$ cat config.mk
export PLATFORM = sky130hd
export DESIGN_NAME = retire_ring
export DESIGN_NICKNAME = d
export VERILOG_FILES = /design/src/rtl/retire_ring_pkg.sv /design/src/rtl/rr_entry_file.sv /design/src/rtl/rr_retire_scan.sv /design/src/rtl/retire_ring.sv
export SDC_FILE = /design/constraint.sdc
export NUM_CORES = 1
export LEC_CHECK = 0
export BUFFER_PORTS_ARGS = -buffer_cell sky130_fd_sc_hd__buf_2
export CAP_MARGIN = 20
export CORE_ASPECT_RATIO = 1.5
export CORE_MARGIN = 5
export CORE_UTILIZATION = 56
export DETAILED_ROUTE_END_ITERATION = 7
export GPL_ROUTABILITY_DRIVEN = 0
export GPL_TIMING_DRIVEN = 0
export PLACE_DENSITY_LB_ADDON = 0.1
export SETUP_SLACK_MARGIN = 0.05
export SLEW_MARGIN = 25
export SYNTH_ARGS = -nofsm -noshare
export SYNTH_HDL_FRONTEND = slang
export SYNTH_SLANG_ARGS = --single-unit
$ cat constraint.sdc
create_clock -name clk -period 6.7 [get_ports clk]
set_input_delay 1.005 -clock clk [delete_from_list [all_inputs] [get_ports clk]]
set_output_delay 1.005 -clock clk [all_outputs]
set_load 0.01 [all_outputs]
$ cat src/rtl/retire_ring_pkg.sv
package retire_ring_pkg;

  // Ring size: an explicit override wins over the buffer default.
  function automatic int unsigned pick_depth(input int unsigned uop_buf,
                                             input int unsigned rob_ovr);
    return (rob_ovr != 0) ? rob_ovr : uop_buf;
  endfunction

  // Retire lane count: zero means one lane per ring slot.
  function automatic int unsigned lane_count(input int unsigned max_ret,
                                             input int unsigned depth);
    return (max_ret == 0 || max_ret > depth) ? depth : max_ret;
  endfunction

  // Slots claimed by a request: clamp to the ring, never below one.
  function automatic int unsigned slot_norm(input int unsigned uops,
                                            input int unsigned depth);
    int unsigned n;
    n = (uops > depth) ? depth : uops;
    if (n == 0) n = 1;
    return n;
  endfunction

  // Modular advance; base < depth and step <= depth, so one subtract suffices.
  function automatic int unsigned ring_step(input int unsigned base,
                                            input int unsigned step,
                                            input int unsigned depth);
    int unsigned s;
    s = base + step;
    if (s >= depth) s = s - depth;
    return s;
  endfunction

endpackage

$ cat src/rtl/rr_entry_file.sv
module rr_entry_file #(
  parameter int DEPTH = 8,
  parameter int IDX_W = 3,
  parameter int CNT_W = 4,
  parameter int TAG_W = 8
) (
  input  logic                   clk,
  input  logic                   rst_n,
  input  logic                   wr_en,
  input  logic [IDX_W-1:0]       wr_idx,
  input  logic [CNT_W-1:0]       wr_cnt,
  input  logic [TAG_W-1:0]       wr_tag,
  input  logic                   mark_en,
  input  logic [IDX_W-1:0]       mark_idx,
  input  logic [DEPTH-1:0]       clr_mask,
  output logic [DEPTH-1:0]       live_o,
  output logic [DEPTH-1:0]       exec_o,
  output logic [DEPTH*CNT_W-1:0] cnt_o,
  output logic [DEPTH*TAG_W-1:0] tag_o
);

  logic [DEPTH-1:0] live_q, live_n;
  logic [DEPTH-1:0] exec_q, exec_n;
  logic [CNT_W-1:0] cnt_q [DEPTH];
  logic [TAG_W-1:0] tag_q [DEPTH];

  for (genvar i = 0; i < DEPTH; i++) begin : g_slot
    logic wr_hit, mk_hit;
    assign wr_hit    = wr_en && (wr_idx == IDX_W'(i));
    assign mk_hit    = mark_en && (mark_idx == IDX_W'(i));
    // retire clears first, a new claim sets the live bit, marking sets executed
    assign live_n[i] = (live_q[i] & ~clr_mask[i]) | wr_hit;
    assign exec_n[i] = (exec_q[i] & ~clr_mask[i] & ~wr_hit) | mk_hit;
    assign cnt_o[i*CNT_W +: CNT_W] = cnt_q[i];
    assign tag_o[i*TAG_W +: TAG_W] = tag_q[i];

    // only an executed live entry may be cleared by retirement
    p_clr_needs_exec_r5: assert property (@(posedge clk) disable iff (!rst_n)
      clr_mask[i] |-> (live_q[i] && exec_q[i]));
    // the tail never lands on a live entry
    p_claim_free_r4: assert property (@(posedge clk) disable iff (!rst_n)
      wr_hit |-> !live_q[i]);
  end

  always_ff @(posedge clk or negedge rst_n) begin
    if (!rst_n) begin
      live_q <= '0;
      exec_q <= '0;
    end else begin
      live_q <= live_n;
      exec_q <= exec_n;
    end
  end

  // payload storage: no reset, written under the claim enable
  always_ff @(posedge clk) begin
    if (wr_en) begin
      cnt_q[wr_idx] <= wr_cnt;
      tag_q[wr_idx] <= wr_tag;
    end
  end

  assign live_o = live_q;
  assign exec_o = exec_q;

endmodule

$ cat src/rtl/rr_retire_scan.sv
module rr_retire_scan
  import retire_ring_pkg::*;
#(
  parameter int DEPTH = 8,
  parameter int IDX_W = 3,
  parameter int CNT_W = 4,
  parameter int TAG_W = 8,
  parameter int LANES = 2
) (
  input  logic                   clk,
  input  logic                   rst_n,
  input  logic [IDX_W-1:0]       head,
  input  logic [CNT_W-1:0]       used,
  input  logic [DEPTH-1:0]       live,
  input  logic [DEPTH-1:0]       exec,
  input  logic [DEPTH*CNT_W-1:0] cnt_flat,
  input  logic [DEPTH*TAG_W-1:0] tag_flat,
  output logic [LANES-1:0]       fire,
  output logic [LANES*TAG_W-1:0] fire_tag,
  output logic [DEPTH-1:0]       clr_mask,
  output logic [CNT_W-1:0]       slots_back,
  output logic [IDX_W-1:0]       head_next
);

  always_comb begin
    int unsigned p;
    int unsigned taken;
    int unsigned c;
    logic        go;
    p        = 32'(head);
    taken    = 0;
    go       = 1'b1;
    fire     = '0;
    fire_tag = '0;
    clr_mask = '0;
    for (int k = 0; k < LANES; k++) begin
      c = 32'(cnt_flat[p*CNT_W +: CNT_W]);
      // the slot budget stops a ring-filling entry from being seen twice
      if (go && (taken < 32'(used)) && live[p] && exec[p]) begin
        fire[k]                      = 1'b1;
        fire_tag[k*TAG_W +: TAG_W]   = tag_flat[p*TAG_W +: TAG_W];
        clr_mask[p]                  = 1'b1;
        taken                        = taken + c;
        p                            = ring_step(p, c, DEPTH);
      end else begin
        go = 1'b0;
      end
    end
    slots_back = CNT_W'(taken);
    head_next  = IDX_W'(p);
  end

  // lanes fill from lane 0 without gaps
  p_lanes_packed_r7: assert property (@(posedge clk) disable iff (!rst_n)
    (fire & (fire + 1'b1)) == '0);
  // never returns more slots than are occupied
  p_return_bound_r9: assert property (@(posedge clk) disable iff (!rst_n)
    slots_back <= used);

endmodule

$ cat src/rtl/retire_ring.sv
module retire_ring
  import retire_ring_pkg::*;
#(
  parameter int UOP_BUF = 8,
  parameter int ROB_OVR = 0,
  parameter int UOP_W   = 4,
  parameter int TAG_W   = 8,
  parameter int MAX_RET = 2,
  localparam int DEPTH  = int'(pick_depth(UOP_BUF, ROB_OVR)),
  localparam int IDX_W  = $clog2(DEPTH),
  localparam int CNT_W  = $clog2(DEPTH + 1),
  localparam int LANES  = int'(lane_count(MAX_RET, DEPTH))
) (
  input  logic                   clk,
  input  logic                   rst_n,
  input  logic                   disp_valid,
  input  logic [UOP_W-1:0]       disp_uops,
  input  logic [TAG_W-1:0]       disp_tag,
  output logic                   disp_ready,
  output logic [IDX_W-1:0]       disp_token,
  input  logic                   done_valid,
  input  logic [IDX_W-1:0]       done_token,
  output logic                   done_err,
  output logic [LANES-1:0]       ret_valid,
  output logic [LANES*TAG_W-1:0] ret_tag,
  output logic [CNT_W-1:0]       free_slots
);

  logic [IDX_W-1:0]       head_q, head_n, tail_q, tail_n;
  logic [CNT_W-1:0]       free_q, free_n;
  logic [CNT_W-1:0]       need_slots, used_slots, back_slots;
  logic [DEPTH-1:0]       live_v, exec_v, clr_mask;
  logic [DEPTH*CNT_W-1:0] cnt_flat;
  logic [DEPTH*TAG_W-1:0] tag_flat;
  logic                   accept, tok_ok, mark_en;

  // dispatch side
  assign need_slots = CNT_W'(slot_norm(32'(disp_uops), DEPTH));
  assign disp_ready = (free_q >= need_slots);
  assign accept     = disp_valid && disp_ready;
  assign disp_token = tail_q;
  assign used_slots = CNT_W'(DEPTH) - free_q;

  // completion side
  assign tok_ok   = (32'(done_token) < DEPTH);
  assign done_err = done_valid && (!tok_ok || !live_v[done_token] || exec_v[done_token]);
  assign mark_en  = done_valid && !done_err;

  // next state
  always_comb begin
    tail_n = tail_q;
    free_n = free_q + back_slots;
    if (accept) begin
      tail_n = IDX_W'(ring_step(32'(tail_q), 32'(need_slots), DEPTH));
      free_n = free_n - need_slots;
    end
  end

  always_ff @(posedge clk or negedge rst_n) begin
    if (!rst_n) begin
      head_q <= '0;
      tail_q <= '0;
      free_q <= CNT_W'(DEPTH);
    end else begin
      head_q <= head_n;
      tail_q <= tail_n;
      free_q <= free_n;
    end
  end

  assign free_slots = free_q;

  rr_entry_file #(
    .DEPTH(DEPTH), .IDX_W(IDX_W), .CNT_W(CNT_W), .TAG_W(TAG_W)
  ) u_entries (
    .clk      (clk),
    .rst_n    (rst_n),
    .wr_en    (accept),
    .wr_idx   (tail_q),
    .wr_cnt   (need_slots),
    .wr_tag   (disp_tag),
    .mark_en  (mark_en),
    .mark_idx (done_token),
    .clr_mask (clr_mask),
    .live_o   (live_v),
    .exec_o   (exec_v),
    .cnt_o    (cnt_flat),
    .tag_o    (tag_flat)
  );

  rr_retire_scan #(
    .DEPTH(DEPTH), .IDX_W(IDX_W), .CNT_W(CNT_W), .TAG_W(TAG_W), .LANES(LANES)
  ) u_scan (
    .clk        (clk),
    .rst_n      (rst_n),
    .head       (head_q),
    .used       (used_slots),
    .live       (live_v),
    .exec       (exec_v),
    .cnt_flat   (cnt_flat),
    .tag_flat   (tag_flat),
    .fire       (ret_valid),
    .fire_tag   (ret_tag),
    .clr_mask   (clr_mask),
    .slots_back (back_slots),
    .head_next  (head_n)
  );

  // occupied slots as seen from the stored entries
  int unsigned live_sum;
  always_comb begin
    live_sum = 0;
    for (int i = 0; i < DEPTH; i++)
      if (live_v[i]) live_sum = live_sum + 32'(cnt_flat[i*CNT_W +: CNT_W]);
  end

  // a refused request leaves the tail where it was
  p_hold_tail_r3: assert property (@(posedge clk) disable iff (!rst_n)
    (disp_valid && !disp_ready) |=> $stable(tail_q));
  // the free count never exceeds the ring
  p_free_range_r4: assert property (@(posedge clk) disable iff (!rst_n)
    32'(free_q) <= DEPTH);
  // free slots plus slots held by live entries always cover the ring
  p_slot_conserve_r9: assert property (@(posedge clk) disable iff (!rst_n)
    (32'(free_q) + live_sum) == DEPTH);

endmodule

== Yosys cells after proc, flatten, opt, wreduce, memory -nomap -nowiden ==
Memory sizes are Yosys's and may differ from the RTL's.
Cells that the tools add are included.

* Memory bits (read-only): 0
* RAM bits: 96
* Bits of input ports: 19
* Logic and storage cells: 170
* Latch bits: 0
* Memories: 2
* Output and inout bits: 27
* Register bits after elaboration: 26

{| class="wikitable"
|+ Memories
! name !! words !! width !! read ports !! clocked after memory_dff !! write ports !! line !! RTL
|-
| u_entries.tag_q || 8 || 8 || 8 || 0 || 1 || rr_entry_file.sv:25 || <nowiki>logic [TAG_W-1:0] tag_q [DEPTH];</nowiki>
|-
| u_entries.cnt_q || 8 || 4 || 8 || 0 || 1 || rr_entry_file.sv:24 || <nowiki>logic [CNT_W-1:0] cnt_q [DEPTH];</nowiki>
|}

* Order comparisons: 12
* Reductions and logical operators: 32
* Bitwise logic cells: 57
* Shift operators: 4
* Multipliers: 0
* $add $sub $neg: 10
* Equal/unequal tests: 14
* Divide/modulo/power cells: 0
* Multiplexer cells: 34

{| class="wikitable"
|+ Operator list
! kind !! number
|-
| 32-bit by 4-bit >= comparator with 1-bit output (second input constant) || 2
|-
| 32-bit 2-to-1 mux || 2
|-
| 64-bit by 33-bit variable part select with 8-bit output || 1
|-
| 64-bit by 7-bit variable part select with 8-bit output || 1
|-
| 32-bit by 33-bit variable part select with 4-bit output || 1
|-
| 32-bit by 4-bit adder with 32-bit output || 1
|-
| 32-bit by 1-bit >= comparator with 1-bit output (second input constant) || 1
|-
| 32-bit zero test || 1
|-
| 32-bit by 4-bit less-than comparator with 1-bit output (second input constant) || 1
|-
| 8-bit 2-to-1 mux || 4
|-
| 32-bit by 6-bit variable part select with 4-bit output || 1
|-
| 32-bit by 4-bit subtractor with 32-bit output (second input constant) || 1
|-
| 1-bit logical AND || 26
|-
| 1-bit AND || 24
|-
| 3-bit == test (second input constant) || 8
|-
| 4-bit 2-to-1 mux || 5
|-
| 1-bit binary-select mux with 3-bit select || 6
|-
| 1-bit NOT || 16
|-
| 1-bit OR || 16
|-
| 3-bit by 2-bit == test with 1-bit output (second input constant) || 4
|-
| 1-bit 2-to-1 mux || 12
|-
| 3-bit by 4-bit adder with 5-bit output || 2
|-
| 3-bit 2-to-1 mux || 3
|-
| 4-bit adder || 2
|-
| other kinds (16) || 22
|}

== Depth between registers and ports, before layout ==
An unclocked memory read counts as a cell.

* Depth after elaboration: 16
* Gate-level depth with buffers: 33
* Gate-level depth less buffers: 30

== Modules after synthesis ==
From an unflattened synthesis, not the netlist that was laid out.

* Cells, all modules: 720
* Area total of the unflattened synthesis: 7445.9 um2

{| class="wikitable"
|+ Modules (own cells, without submodules)
! module !! sequential area each (um2) !! area each (um2) !! cells an instance !! times used
|-
| rr_entry_file || 3283.1 || 3633.5 || 157 || 1
|-
| rr_retire_scan || 0.0 || 2926.6 || 478 || 1
|-
| retire_ring || 251.5 || 885.8 || 85 || 1
|}

== Worst setup path before layout ==
Ideal clock, no wire load.

* Path kind: flip-flop to flip-flop
* From: register head_q[2]
* To: register free_q[3] (netlist: free_slots[3])
* Path buffers: 4
* Stages on the path, launching flop included: 31
* Setup slack: 0.121 ns
* Required time: 6.607 ns
* Period minus slack after synthesis: 6.579 ns
* Arrival: 6.486 ns
* Setup time: 0.093 ns
* Path through: dfrtp_1 > buf_6 > buf_2 > buf_1 > clkbuf_1 > nand2_1 > o221ai_1 > ha_1 > xnor2_1 > o2111a_1 > and3_1 > o21ai_0 > a32o_2 > nor3_2 > xnor2_1 > ha_1 > nand2_1 > o21ai_0 > inv_1 > fa_1 > inv_1 > ha_1 > a21o_1 > a21oi_1 > xnor2_1 > nor2_1 > xnor3_1 > nand2_1 > or4b_1 > o211ai_2 > a211oi_2

* Cells in the longest elaborated chain, start to end: 13
* Elaborated cells between the ends (all ways): 28
* Those cells by class: add/sub (5); order compare (2); shift (2); mux (14); reduce/logical (5)

{| class="wikitable"
|+ Ends and longest elaborated chain
! what !! line !! RTL
|-
| from (decl) || retire_ring.sv:29 || <nowiki>logic [IDX_W-1:0] head_q, head_n, tail_q, tail_n;</nowiki>
|-
| from (signal assigned) || retire_ring.sv:65 || <nowiki>head_q <= head_n;</nowiki>
|-
| parallel branches: the longest is 9 deep, another holds 32-bit by 4-bit subtractor with 32-bit output || n/a ||
|-
| 4-bit 2-to-1 mux (*) || rr_retire_scan.sv:39 || <nowiki>if (go && (taken < 32'(used)) && live[p] && exec[p]) begin</nowiki>
|-
| 4-bit adder (*) || retire_ring.sv:52 || <nowiki>free_n = free_q + back_slots;</nowiki>
|-
| 4-bit subtractor || retire_ring.sv:55 || <nowiki>free_n = free_n - need_slots;</nowiki>
|-
| 4-bit 2-to-1 mux (*) || retire_ring.sv:53 || <nowiki>if (accept) begin</nowiki>
|-
| via free_n[3] || retire_ring.sv:30 || <nowiki>logic [CNT_W-1:0] free_q, free_n;</nowiki>
|-
| to (signal assigned) || retire_ring.sv:63 || <nowiki>free_q <= CNT_W'(DEPTH);</nowiki>
|-
| to (signal assigned) || retire_ring.sv:67 || <nowiki>free_q <= free_n;</nowiki>
|-
| to (decl) || retire_ring.sv:30 ||
|}

Mark *: on every way through the listed nets, which the timed path passes. The select of a mux whose other input is x is not followed.
A chain may end at the register's enable or synchronous reset.

== Worst setup path after layout ==
* From: register head_q[0]
* To: register free_q[3] (netlist: free_slots[3])

The elaborated chain is that of the path after synthesis.

==> results.toml <==
[status]
status = "completed"

[drt]
drt_pre_antenna_iters = 5
ant_nets = 0
wire_per_inst_um = 25.2
wl_um = 24000
drt_iter0_drc = 541
vias = 6501
route.detailed.drc = 0
vias_per_cell = 6.83

[synth]
synth_edf_count = 96
ys_seq_area_share_pct = 46.6
async_flop_share_pct = 21.3
ys_types = 95
synth_common_cells = "edfxtp_1, nand2_1, inv_1"
netlist.area_leader.share_pct = 38.0
ys_warn_count = 0
synthTopCellsByArea = "edfxtp_1, dfrtp_1, mux4_2"
yosysMostFrequentCell = "edfxtp_1"
avgSynthCellArea_um2 = 11.4
synthCells = 663
syn-num-nets = 711
synth_ff_type = "edfxtp_1"
synth.ff_latch_count = 122
synth_largest_area_cell = "edfxtp_1"
netlist_area_um2 = 7580

[sta]
holdWs_ns = 0.498
max_freq_ghz = 0.153
setup_viol = 0
finalClockSkew_ns = 0.0104
hold_violations = 0
slew_violations = 0
max_slew.worst_pin.slew_ns = 0.981
fin_crit_ns = 6.54
relSlewSlack_pct = 34.6
period_share_pct = 97.7

[grt]
antenna_found_initial = 0
grt_use_total_pct = 29.3
grt-ovfl-total = 0
grt_pass1_vias = 6560
grt_max_degree = 27
grt_pass1_wl_um = 36200

[hold_path]
hp-class = "flip-flop to flip-flop"

[floorplan]
rows = 52
die-area_um2 = 16000
io_pins = 46
core-area_um2 = 13400
die_h_um = 153
die_w_um = 105
initial_core_util_pct = 56.6

[worst_setup_path]
cp_data_arrival_time_ns = 6.87
cp.required_ns = 7.03
slowest_stage = "fa_2"
crit_path_start_kind = "flip-flop"
path_class = "flip-flop to flip-flop"
cp_max_fo = 10
cpPeakStageDelay_ns = 0.50
cp-end-kind = "flip-flop"

[clock_network]
numCtsBuffers = 17
cts_sinks = 122
cts-root-buf = "clkbuf_16"
clkTransAtPathRegs_ns = 0.06
cts.path.max_buffers = 2
clk_latency_ns = 0.43
htreeDepth = 4
cts_tree = "yes"
ctsHoldBuffers = 0

[run]
maxCapViolations = 0

[final_layout]
syn_to_final_growth_pct = 24.9
nets = 825
fillers = 941
drive_gt1_share_pct = 34.7
final_util_pct = 70.7
antenna_cells = 0

[place]
place.port_buffers = 45
dp_hpwl_um = 16300
==> critical path, delay by kind of cell, from the launching register on <==
kind	cells	cell delay, ns
and+or+nand+nor	7	1.29
muxes	1	0.27
xor gates and xnor gates	3	0.58
adders and majority gates	6	1.81
buffers and inverters	5	0.57
DFF	1	0.45
AOI/OAI and AO/OA	8	1.45
==> stage by stage <==
stage	cell area [um^2]	worst slack, ns	TNS [ns]	cells
6_report	9480	0.157	0	952
5_1_grt	9480	-0.0197	-0.0197	952
4_1_cts	9090	0.0593	0	928
3_5_place_dp	8070	-1.78	-2.64	878
3_3_place_gp	8010	-1.63	-2.28	870
2_1_floorplan	7580	0.121	0	663
==> worst paths after layout <==
kind                                     start             endpoint  slack (ns)  cells after the start
max                                  head_q[0]        free_slots[3]        0.16                     30
min reg2reg                u_entries.live_o[3]  u_entries.live_o[3]        0.50                      2
min                        u_entries.live_o[3]  u_entries.live_o[3]        0.50                      2
max reg2reg                          head_q[0]        free_slots[3]        0.16                     30
min in group asynchronous                rst_n        disp_token[1]        0.59                      1
max in group asynchronous                rst_n            head_q[0]        5.64                      1
==> layer usage <==
metal | track usage (%) | vias to the layer above | part of all wire, %
met1 | 33.1 | 3142 | 34
met2 | 51.0 | 428 | 52
li1 | - | 2803 | -
met4 | 17.4 | 0 | 6.3
met3 | 5.34 | 128 | 8.0
met5 | 0 | - | 0
==> layout make-up <==
type / count / area (um^2) / area share (%)
Multi-Input combinational cell: 474 / 4060 / 42.9
Tap cell: 162 / 203 / 2.14
Inverter: 34 / 134 / 1.41
Timing Repair Buffer: 97 / 642 / 6.77
Clock buffer: 19 / 453 / 4.78
Buffer: 31 / 313 / 3.30
Clock inverter: 13 / 133 / 1.40
Sequential cell: 122 / 3540 / 37.3
==> what timing repair did <==
item	4_1_cts	5_1_grt
pin swaps	11	27
setup endpoints to repair	3	1
cloned	1	0
buffers inserted	19	24
resized for setup	67	51
==> registers in the layout, indices dropped and copies added, names as in the netlist <==
signal / cells
head_q: 3
disp_token: 3
u_entries.exec_o: 8
free_slots: 4
u_entries.tag_q: 64
u_entries.cnt_q: 32
u_entries.live_o: 8
==> kinds of logic (layout without fill, tap and decap cells) <==
kind of cell,count (synthesis),in the layout,share of synthesized area [%]
XOR/XNOR,15,15,2.01
AND/OR/NAND/NOR,220,220,15.6
adder cells (fa/ha/maj),29,29,5.18
buffers and inverters,67,194,3.98
flip-flops,122,122,46.6
AO/OA/AOI/OAI,153,153,15.5
multiplexers,57,57,11.1
==> cells in the final DEF, fill, tap and decap left out, types with 17 or more instances in the layout <==
| cell type | instances |
|---|---|
| buf_2 | 54 |
| nor2_1 | 25 |
| edfxtp_1 | 96 |
| o21ai_0 | 19 |
| mux2_2 | 17 |
| inv_1 | 27 |
| clkbuf_16 | 18 |
| a21oi_1 | 22 |
| buf_4 | 47 |
| ha_1 | 19 |
| nand2_1 | 83 |
| dfrtp_1 | 23 |
| mux4_2 | 20 |
| mux2i_1 | 19 |
Power is left out: the tool's default activity adds up to more than one toggle a clock period on the data nets, which glitch-free logic cannot reach.
